<file path="config.mk">
export PLATFORM = sky130hd
export DESIGN_NAME = i2c_regwr_slave
export DESIGN_NICKNAME = d
export VERILOG_FILES = /design/src/rtl/i2cw_pkg.sv /design/src/rtl/i2cw_sync.sv /design/src/rtl/i2cw_link.sv /design/src/rtl/i2cw_assembler.sv /design/src/rtl/i2c_regwr_slave.sv
export SDC_FILE = /design/constraint.sdc
export NUM_CORES = 1
export LEC_CHECK = 0
export BUFFER_PORTS_ARGS = -buffer_cell sky130_fd_sc_hd__buf_4
export CORE_MARGIN = 2
export CORE_UTILIZATION = 58
export DETAILED_ROUTE_END_ITERATION = 6
export PLACE_DENSITY = 0.88
export SLEW_MARGIN = 0
export SYNTH_ARGS = -nofsm -noshare
export SYNTH_HDL_FRONTEND = slang
export SYNTH_SLANG_ARGS = --single-unit
</file>
<file path="constraint.sdc">
create_clock -name clk -period 2.48 [get_ports clk]
set_input_delay 0.496 -clock clk [delete_from_list [all_inputs] [get_ports clk]]
set_output_delay 0.496 -clock clk [all_outputs]
set_load 0.02 [all_outputs]
</file>
<file path="src/rtl/i2cw_pkg.sv">
package i2cw_pkg;
  localparam int LEN_W = 4;
  localparam logic [7:0] SHORT_END = 8'h10;
  localparam logic [7:0] MID_END   = 8'h40;
  localparam logic [7:0] LONG_END  = 8'h50;

  // Byte length of the register behind a subaddress; 0 means no register.
  function automatic logic [LEN_W-1:0] reg_len(input logic [7:0] s);
    if (s < SHORT_END)     return 4'd1;
    else if (s < MID_END)  return 4'd4;
    else if (s < LONG_END) return 4'd8;
    else                   return 4'd0;
  endfunction

  typedef enum logic [1:0] {
    LK_IDLE = 2'd0,
    LK_RX   = 2'd1,
    LK_ACK  = 2'd2,
    LK_SKIP = 2'd3
  } link_st_t;
endpackage

</file>
<file path="src/rtl/i2cw_sync.sv">
module i2cw_sync #(
  parameter int WIDTH  = 2,
  parameter int STAGES = 2
) (
  input  logic             clk,
  input  logic             rst_n,
  input  logic [WIDTH-1:0] d,
  output logic [WIDTH-1:0] q
);
  for (genvar b = 0; b < WIDTH; b++) begin : g_bit
    logic [STAGES-1:0] chain;
    always_ff @(posedge clk or negedge rst_n) begin
      if (!rst_n) chain <= '1;
      else        chain <= {chain[STAGES-2:0], d[b]};
    end
    assign q[b] = chain[STAGES-1];
  end
endmodule

</file>
<file path="src/rtl/i2cw_link.sv">
module i2cw_link
  import i2cw_pkg::*;
#(
  parameter logic [6:0] DEV_ADDR = 7'h1B
) (
  input  logic       clk,
  input  logic       rst_n,
  input  logic       scl_s,
  input  logic       sda_s,
  output logic       sda_oe,
  output logic       byte_stb,
  output logic       byte_is_sub,
  output logic [7:0] byte_val,
  output logic       xfer_end
);
  link_st_t   st;
  logic       scl_d, sda_d;
  logic [2:0] bit_cnt;
  logic [6:0] shreg;
  logic       first, sub_next;
  logic       scl_rise, scl_fall, start_c, stop_c;
  logic [7:0] full_byte;

  assign scl_rise  = scl_s & ~scl_d;
  assign scl_fall  = ~scl_s & scl_d;
  assign start_c   = scl_s & scl_d & sda_d & ~sda_s;
  assign stop_c    = scl_s & scl_d & ~sda_d & sda_s;
  assign full_byte = {shreg, sda_s};

  always_ff @(posedge clk or negedge rst_n) begin
    if (!rst_n) begin
      st          <= LK_IDLE;
      scl_d       <= 1'b1;
      sda_d       <= 1'b1;
      bit_cnt     <= '0;
      shreg       <= '0;
      first       <= 1'b0;
      sub_next    <= 1'b0;
      sda_oe      <= 1'b0;
      byte_stb    <= 1'b0;
      byte_is_sub <= 1'b0;
      byte_val    <= '0;
      xfer_end    <= 1'b0;
    end else begin
      scl_d    <= scl_s;
      sda_d    <= sda_s;
      byte_stb <= 1'b0;
      xfer_end <= 1'b0;
      if (start_c) begin
        st       <= LK_RX;
        bit_cnt  <= '0;
        first    <= 1'b1;
        sda_oe   <= 1'b0;
        xfer_end <= 1'b1;
      end else if (stop_c) begin
        st       <= LK_IDLE;
        sda_oe   <= 1'b0;
        xfer_end <= 1'b1;
      end else begin
        case (st)
          LK_RX: if (scl_rise) begin
            shreg   <= full_byte[6:0];
            bit_cnt <= bit_cnt + 3'd1;
            if (bit_cnt == 3'd7) begin
              if (first) begin
                first <= 1'b0;
                if (full_byte == {DEV_ADDR, 1'b0}) begin
                  st       <= LK_ACK;
                  sub_next <= 1'b1;
                end else begin
                  st <= LK_SKIP;
                end
              end else begin
                byte_stb    <= 1'b1;
                byte_val    <= full_byte;
                byte_is_sub <= sub_next;
                sub_next    <= 1'b0;
                st          <= LK_ACK;
              end
            end
          end
          LK_ACK: if (scl_fall) begin
            if (!sda_oe) sda_oe <= 1'b1;
            else begin
              sda_oe  <= 1'b0;
              st      <= LK_RX;
              bit_cnt <= '0;
            end
          end
          default: ;
        endcase
      end
    end
  end


  ack_low_scl_chk: assert property (@(posedge clk) disable iff (!rst_n)
    $rose(sda_oe) |-> !scl_s);

  skip_quiet_chk: assert property (@(posedge clk) disable iff (!rst_n)
    (st == LK_SKIP) |-> !sda_oe);

  stb_single_chk: assert property (@(posedge clk) disable iff (!rst_n)
    byte_stb |=> !byte_stb);
endmodule

</file>
<file path="src/rtl/i2cw_assembler.sv">
module i2cw_assembler
  import i2cw_pkg::*;
#(
  parameter int         DATA_W     = 64,
  parameter logic [7:0] APPEND_SUB = 8'hFE
) (
  input  logic              clk,
  input  logic              rst_n,
  input  logic              byte_stb,
  input  logic              byte_is_sub,
  input  logic [7:0]        byte_val,
  input  logic              xfer_end,
  output logic              commit,
  output logic [7:0]        c_sub,
  output logic [DATA_W-1:0] c_data
);
  logic              live;
  logic [7:0]        cur_sub;
  logic [LEN_W-1:0]  cnt;
  logic [DATA_W-1:0] acc;
  logic [LEN_W-1:0]  cur_len;
  logic [DATA_W-1:0] nxt_acc;
  logic              done;
  logic [7:0]        next_sub;

  assign cur_len  = reg_len(cur_sub);
  assign nxt_acc  = {acc[DATA_W-9:0], byte_val};
  assign done     = (cnt + 4'd1) == cur_len;
  assign next_sub = cur_sub + 8'd1;

  always_ff @(posedge clk or negedge rst_n) begin
    if (!rst_n) begin
      live    <= 1'b0;
      cur_sub <= '0;
      cnt     <= '0;
      acc     <= '0;
      commit  <= 1'b0;
      c_sub   <= '0;
      c_data  <= '0;
    end else begin
      commit <= 1'b0;
      if (byte_stb && byte_is_sub) begin
        if (byte_val != APPEND_SUB) begin
          cur_sub <= byte_val;
          cnt     <= '0;
          acc     <= '0;
          live    <= reg_len(byte_val) != '0;
        end
      end else if (byte_stb && live) begin
        if (done) begin
          commit  <= 1'b1;
          c_sub   <= cur_sub;
          c_data  <= nxt_acc;
          cur_sub <= next_sub;
          cnt     <= '0;
          acc     <= '0;
          live    <= reg_len(next_sub) != '0;
        end else begin
          acc <= nxt_acc;
          cnt <= cnt + 4'd1;
        end
      end else if (xfer_end && cnt == '0) begin
        live <= 1'b0;
      end
    end
  end


  commit_pulse_chk: assert property (@(posedge clk) disable iff (!rst_n)
    commit |=> !commit);

  commit_defined_chk: assert property (@(posedge clk) disable iff (!rst_n)
    commit |-> reg_len(c_sub) != '0);

  commit_from_byte_chk: assert property (@(posedge clk) disable iff (!rst_n)
    commit |-> $past(byte_stb) && !$past(byte_is_sub));
endmodule

</file>
<file path="src/rtl/i2c_regwr_slave.sv">
module i2c_regwr_slave #(
  parameter logic [6:0] DEV_ADDR   = 7'h1B,
  parameter logic [7:0] APPEND_SUB = 8'hFE,
  parameter int         MAX_BYTES  = 8
) (
  input  logic                   clk,
  input  logic                   rst_n,
  input  logic                   scl_in,
  input  logic                   sda_in,
  output logic                   sda_pull_low,
  output logic                   wr_valid,
  output logic [7:0]             wr_sub,
  output logic [MAX_BYTES*8-1:0] wr_data
);
  localparam int DATA_W = MAX_BYTES * 8;

  logic [1:0] pins_s;
  logic       stb, is_sub, xend;
  logic [7:0] bval;

  i2cw_sync #(.WIDTH(2), .STAGES(2)) u_sync (
    .clk(clk), .rst_n(rst_n), .d({scl_in, sda_in}), .q(pins_s)
  );

  i2cw_link #(.DEV_ADDR(DEV_ADDR)) u_link (
    .clk(clk), .rst_n(rst_n), .scl_s(pins_s[1]), .sda_s(pins_s[0]),
    .sda_oe(sda_pull_low), .byte_stb(stb), .byte_is_sub(is_sub),
    .byte_val(bval), .xfer_end(xend)
  );

  i2cw_assembler #(.DATA_W(DATA_W), .APPEND_SUB(APPEND_SUB)) u_asm (
    .clk(clk), .rst_n(rst_n), .byte_stb(stb), .byte_is_sub(is_sub),
    .byte_val(bval), .xfer_end(xend), .commit(wr_valid),
    .c_sub(wr_sub), .c_data(wr_data)
  );


  end_no_byte_chk: assert property (@(posedge clk) disable iff (!rst_n)
    xend |-> !stb);
endmodule

</file>
==> run metrics <==
hpwl dp ~9.6 mm; drc violations 0; final WL approximately 15 mm; Max clock buf depth 2; Clock Sinks ~170; RePlAce Congestion ~0.95; worst-path fanout max 10; most frequent cells in the layout dfrtp_1 (168), buf_4 (85), a22o_1 (59); skew final between 0.007 and 0.008 ns; Hold Vio Cnt, Final 0; reg2reg setup slack a little over 0.09 ns; number of flops mapped to enable cells by yosys 0; CP Launch Point u_asm.cur_sub[7]; Yosys reg bits approximately 170; H-tree depth 4; max cap viols 0; CP endpoint u_asm.cur_sub[6]; Max Clock Freq roughly 0.42 GHz; Worst-Margin Slew approximately 0.60 ns; Net Sw Frac 0.235; Fill cells 749; RSZ-0062 raised after global routing false; Max Transition Viols Final 0; TritonCTS Buffers 17; Root Buffer clkbuf_16; FFs w/ async S/R, synth 1.00; core area between 0.01 and 0.015 mm^2; Critical R2R Capture u_asm.cur_sub[6]; Rows 40; reg-to-reg startpoint u_asm.cur_sub[7]; mean area per synthesized cell roughly 14 um^2; Die ar. between 0.01 and 0.015 mm^2; Layout Utilization 0.713; run status finished clean; Die Y approximately 120 um; Multi-input gate area between 0.002 and 0.003 mm^2; worst-path cell chain nor4b_1 > xnor3_1 > and4_4 > a21oi_1 > o221ai_1; share of layout cells above drive strength 1 0.359; Distinct cells, synth 58; first drt pass iteration count 5; drt via density between 6 and 7; commonest non-fill, non-tap cell in the layout dfrtp_1; min setup slack post-route between 0.09 and 0.1 ns; largest net degree at the start of global routing 64; Final min period between 2 and 2.5 ns; synthesized area between 0.007 and 0.008 mm^2; total gr overflow 0; R2R depth 5; area delta synth->final 19.6%; clock network power share 0.430; Synth area leaders dfrtp_1 (59%), mux2_4 (10%), a22o_1 (7.2%); first-pass GRT wire length ~24 mm; Synth Flop Type dfrtp_1; vias in the first global route between 4,000 and 5,000; Place WS about 0.19 ns; port bufs 77; Synth area leader dfrtp_1; Final Setup Violations 0; post-cts sizing count 0; worst vdd ir between 0.5 and 0.6 mV; Syn Inst Count 510; CP endpoint kind flip-flop; register area share after synthesis 0.609; crit start category flip-flop; initial antenna violation count 0; Final Net Count ~600; slowest stage cell on the critical path dfrtp_1; register area roughly 0.0044 mm^2; clk_lat worst skew 0.43 ns; sw power about 1.5 mW; Net Count, Synth 521; antenna-violating nets left 0; Ys Warns 0; Leak Pwr between 4 and 5 nW; CTS tree yes; worst hold path class input port to asynchronous set/reset pin; chip width ~120 um; hold buffer count at CTS 0; CP Data Arrival Time roughly 2.6 ns; sequential power share 0.490; PwrDens roughly 730 mW/mm^2; postcts setup bufs 0; Reg clk slew, reported paths approximately 0.07 ns; Worst path max stage delay about 0.48 ns; final setup TNS 0 ns; WL/cell 19.4 um; drt first-iter violations between 300 and 400; top-area cell type share of the netlist area 0.587; Final Cycle Share 0.962; Req. time, crit path ~2.7 ns; Slew headroom 0.602; # diodes 0; Internal a little under 5 mW; Comb pwr share 0.080; gr usage total 0.235; Setup Crit Path Kind flip-flop to flip-flop; io pins 78; Initial Util 0.596; vias about 4,500
-- area by class of cell --
cell class,instances,share of cell area
Clock inverter,13,0.0190
Timing Repair Buffer,92,0.0899
Tap cell,147,0.0215
Inverter,11,0.00482
Sequential cell,174,0.510
Multi-Input combinational cell,295,0.303
Clock buffer,19,0.0518
-- sequential cells by signal, indices dropped and copies added, names as in the netlist, 2 cells and up --
register / count
u_asm.c_data: 64
u_asm.acc: 56
u_asm.c_sub: 8
u_asm.cur_sub: 8
u_link.byte_val: 8
u_link.shreg: 7
u_asm.cnt: 4
u_sync.g_bit.chain: 4
u_link.bit_cnt: 3
u_link.st: 2
-- Yosys cell counts, drive strengths merged, types with 3 or more instances --
cell type    n
a22o        59
dfstp        6
nand3b       4
mux2        83
a41oi        3
ha           7
inv         11
nand4        3
o21ai       11
o31a         4
clkbuf      11
buf         19
nand2       44
a21oi       10
nor2        16
dfrtp      168
o221ai       5
nand3        7
-- logic make-up (layout without fill, tap and decap cells) --
group                      Yosys count  in the layout  share of synthesized area
buffers and inverters               41            135                     0.0302
AOI/OAI and AO/OA                  106            106                      0.120
adders and majority gates            7              7                     0.0122
and+or+nand+nor                     93             93                     0.0631
xor gates and xnor gates             5              5                    0.00804
DFF                                174            174                      0.609
muxes                               84             84                      0.157
-- critical path: cells and delay by family, from the launching register on --
kind | cells | cell delay, ns
AOI/OAI and AO/OA | 2 | 0.72
and+or+nand+nor | 2 | 0.66
DFF | 1 | 0.48
xor gates and xnor gates | 1 | 0.35
-- worst min path at each step --
stage,endpoint,cells after the start,from,slack [ns]
2_1_floorplan,u_asm.acc[0],0,rst_n,0.20
5_1_grt,u_asm.c_data[51],1,rst_n,0.09
3_5_place_dp,u_sync.g_bit[0].chain[1],0,u_sync.g_bit[0].chain[0],0.35
6_report,u_asm.c_data[51],1,rst_n,0.05
4_1_cts,u_asm.acc[42],1,rst_n,0.07
3_3_place_gp,u_sync.g_bit[1].chain[1],0,u_sync.g_bit[1].chain[0],0.35
-- power groups by stage --
stage | sequential [mW] | combinational (mW) | clock, mW
CTS | 3.07 | 0.507 | 2.74
global route | 3.09 | 0.574 | 2.87
detailed placement | 3.13 | 0.501 | 0
floorplan | 3.10 | 0.337 | 0
global placement | 3.11 | 0.463 | 0
finish | 3.08 | 0.501 | 2.70
-- per-stage QoR --
stage / hold slack, ns / cells / cell area (um^2) / power, mW
after floorplan: 0.200 / 510 / 7160 / 3.44
after global placement: 0.346 / 719 / 7950 / 3.57
after detailed placement: 0.350 / 719 / 7950 / 3.63
after CTS: 0.0667 / 751 / 8560 / 6.32
after global routing: 0.0885 / 751 / 8560 / 6.54
final: 0.0521 / 751 / 8560 / 6.28
-- metal layers --
layer / global-route usage / share of wire / routed length [um] / vias up
met5: 0 / 0 / 0 / -
met4: 0.0795 / 0.011 / 166 / 0
met3: 0.0611 / 0.054 / 781 / 17
met2: 0.377 / 0.50 / 7270 / 159
met1: 0.315 / 0.44 / 6350 / 2323
li1: - / - / - / 2034
Note: power is estimated with default switching activity, not from simulation.
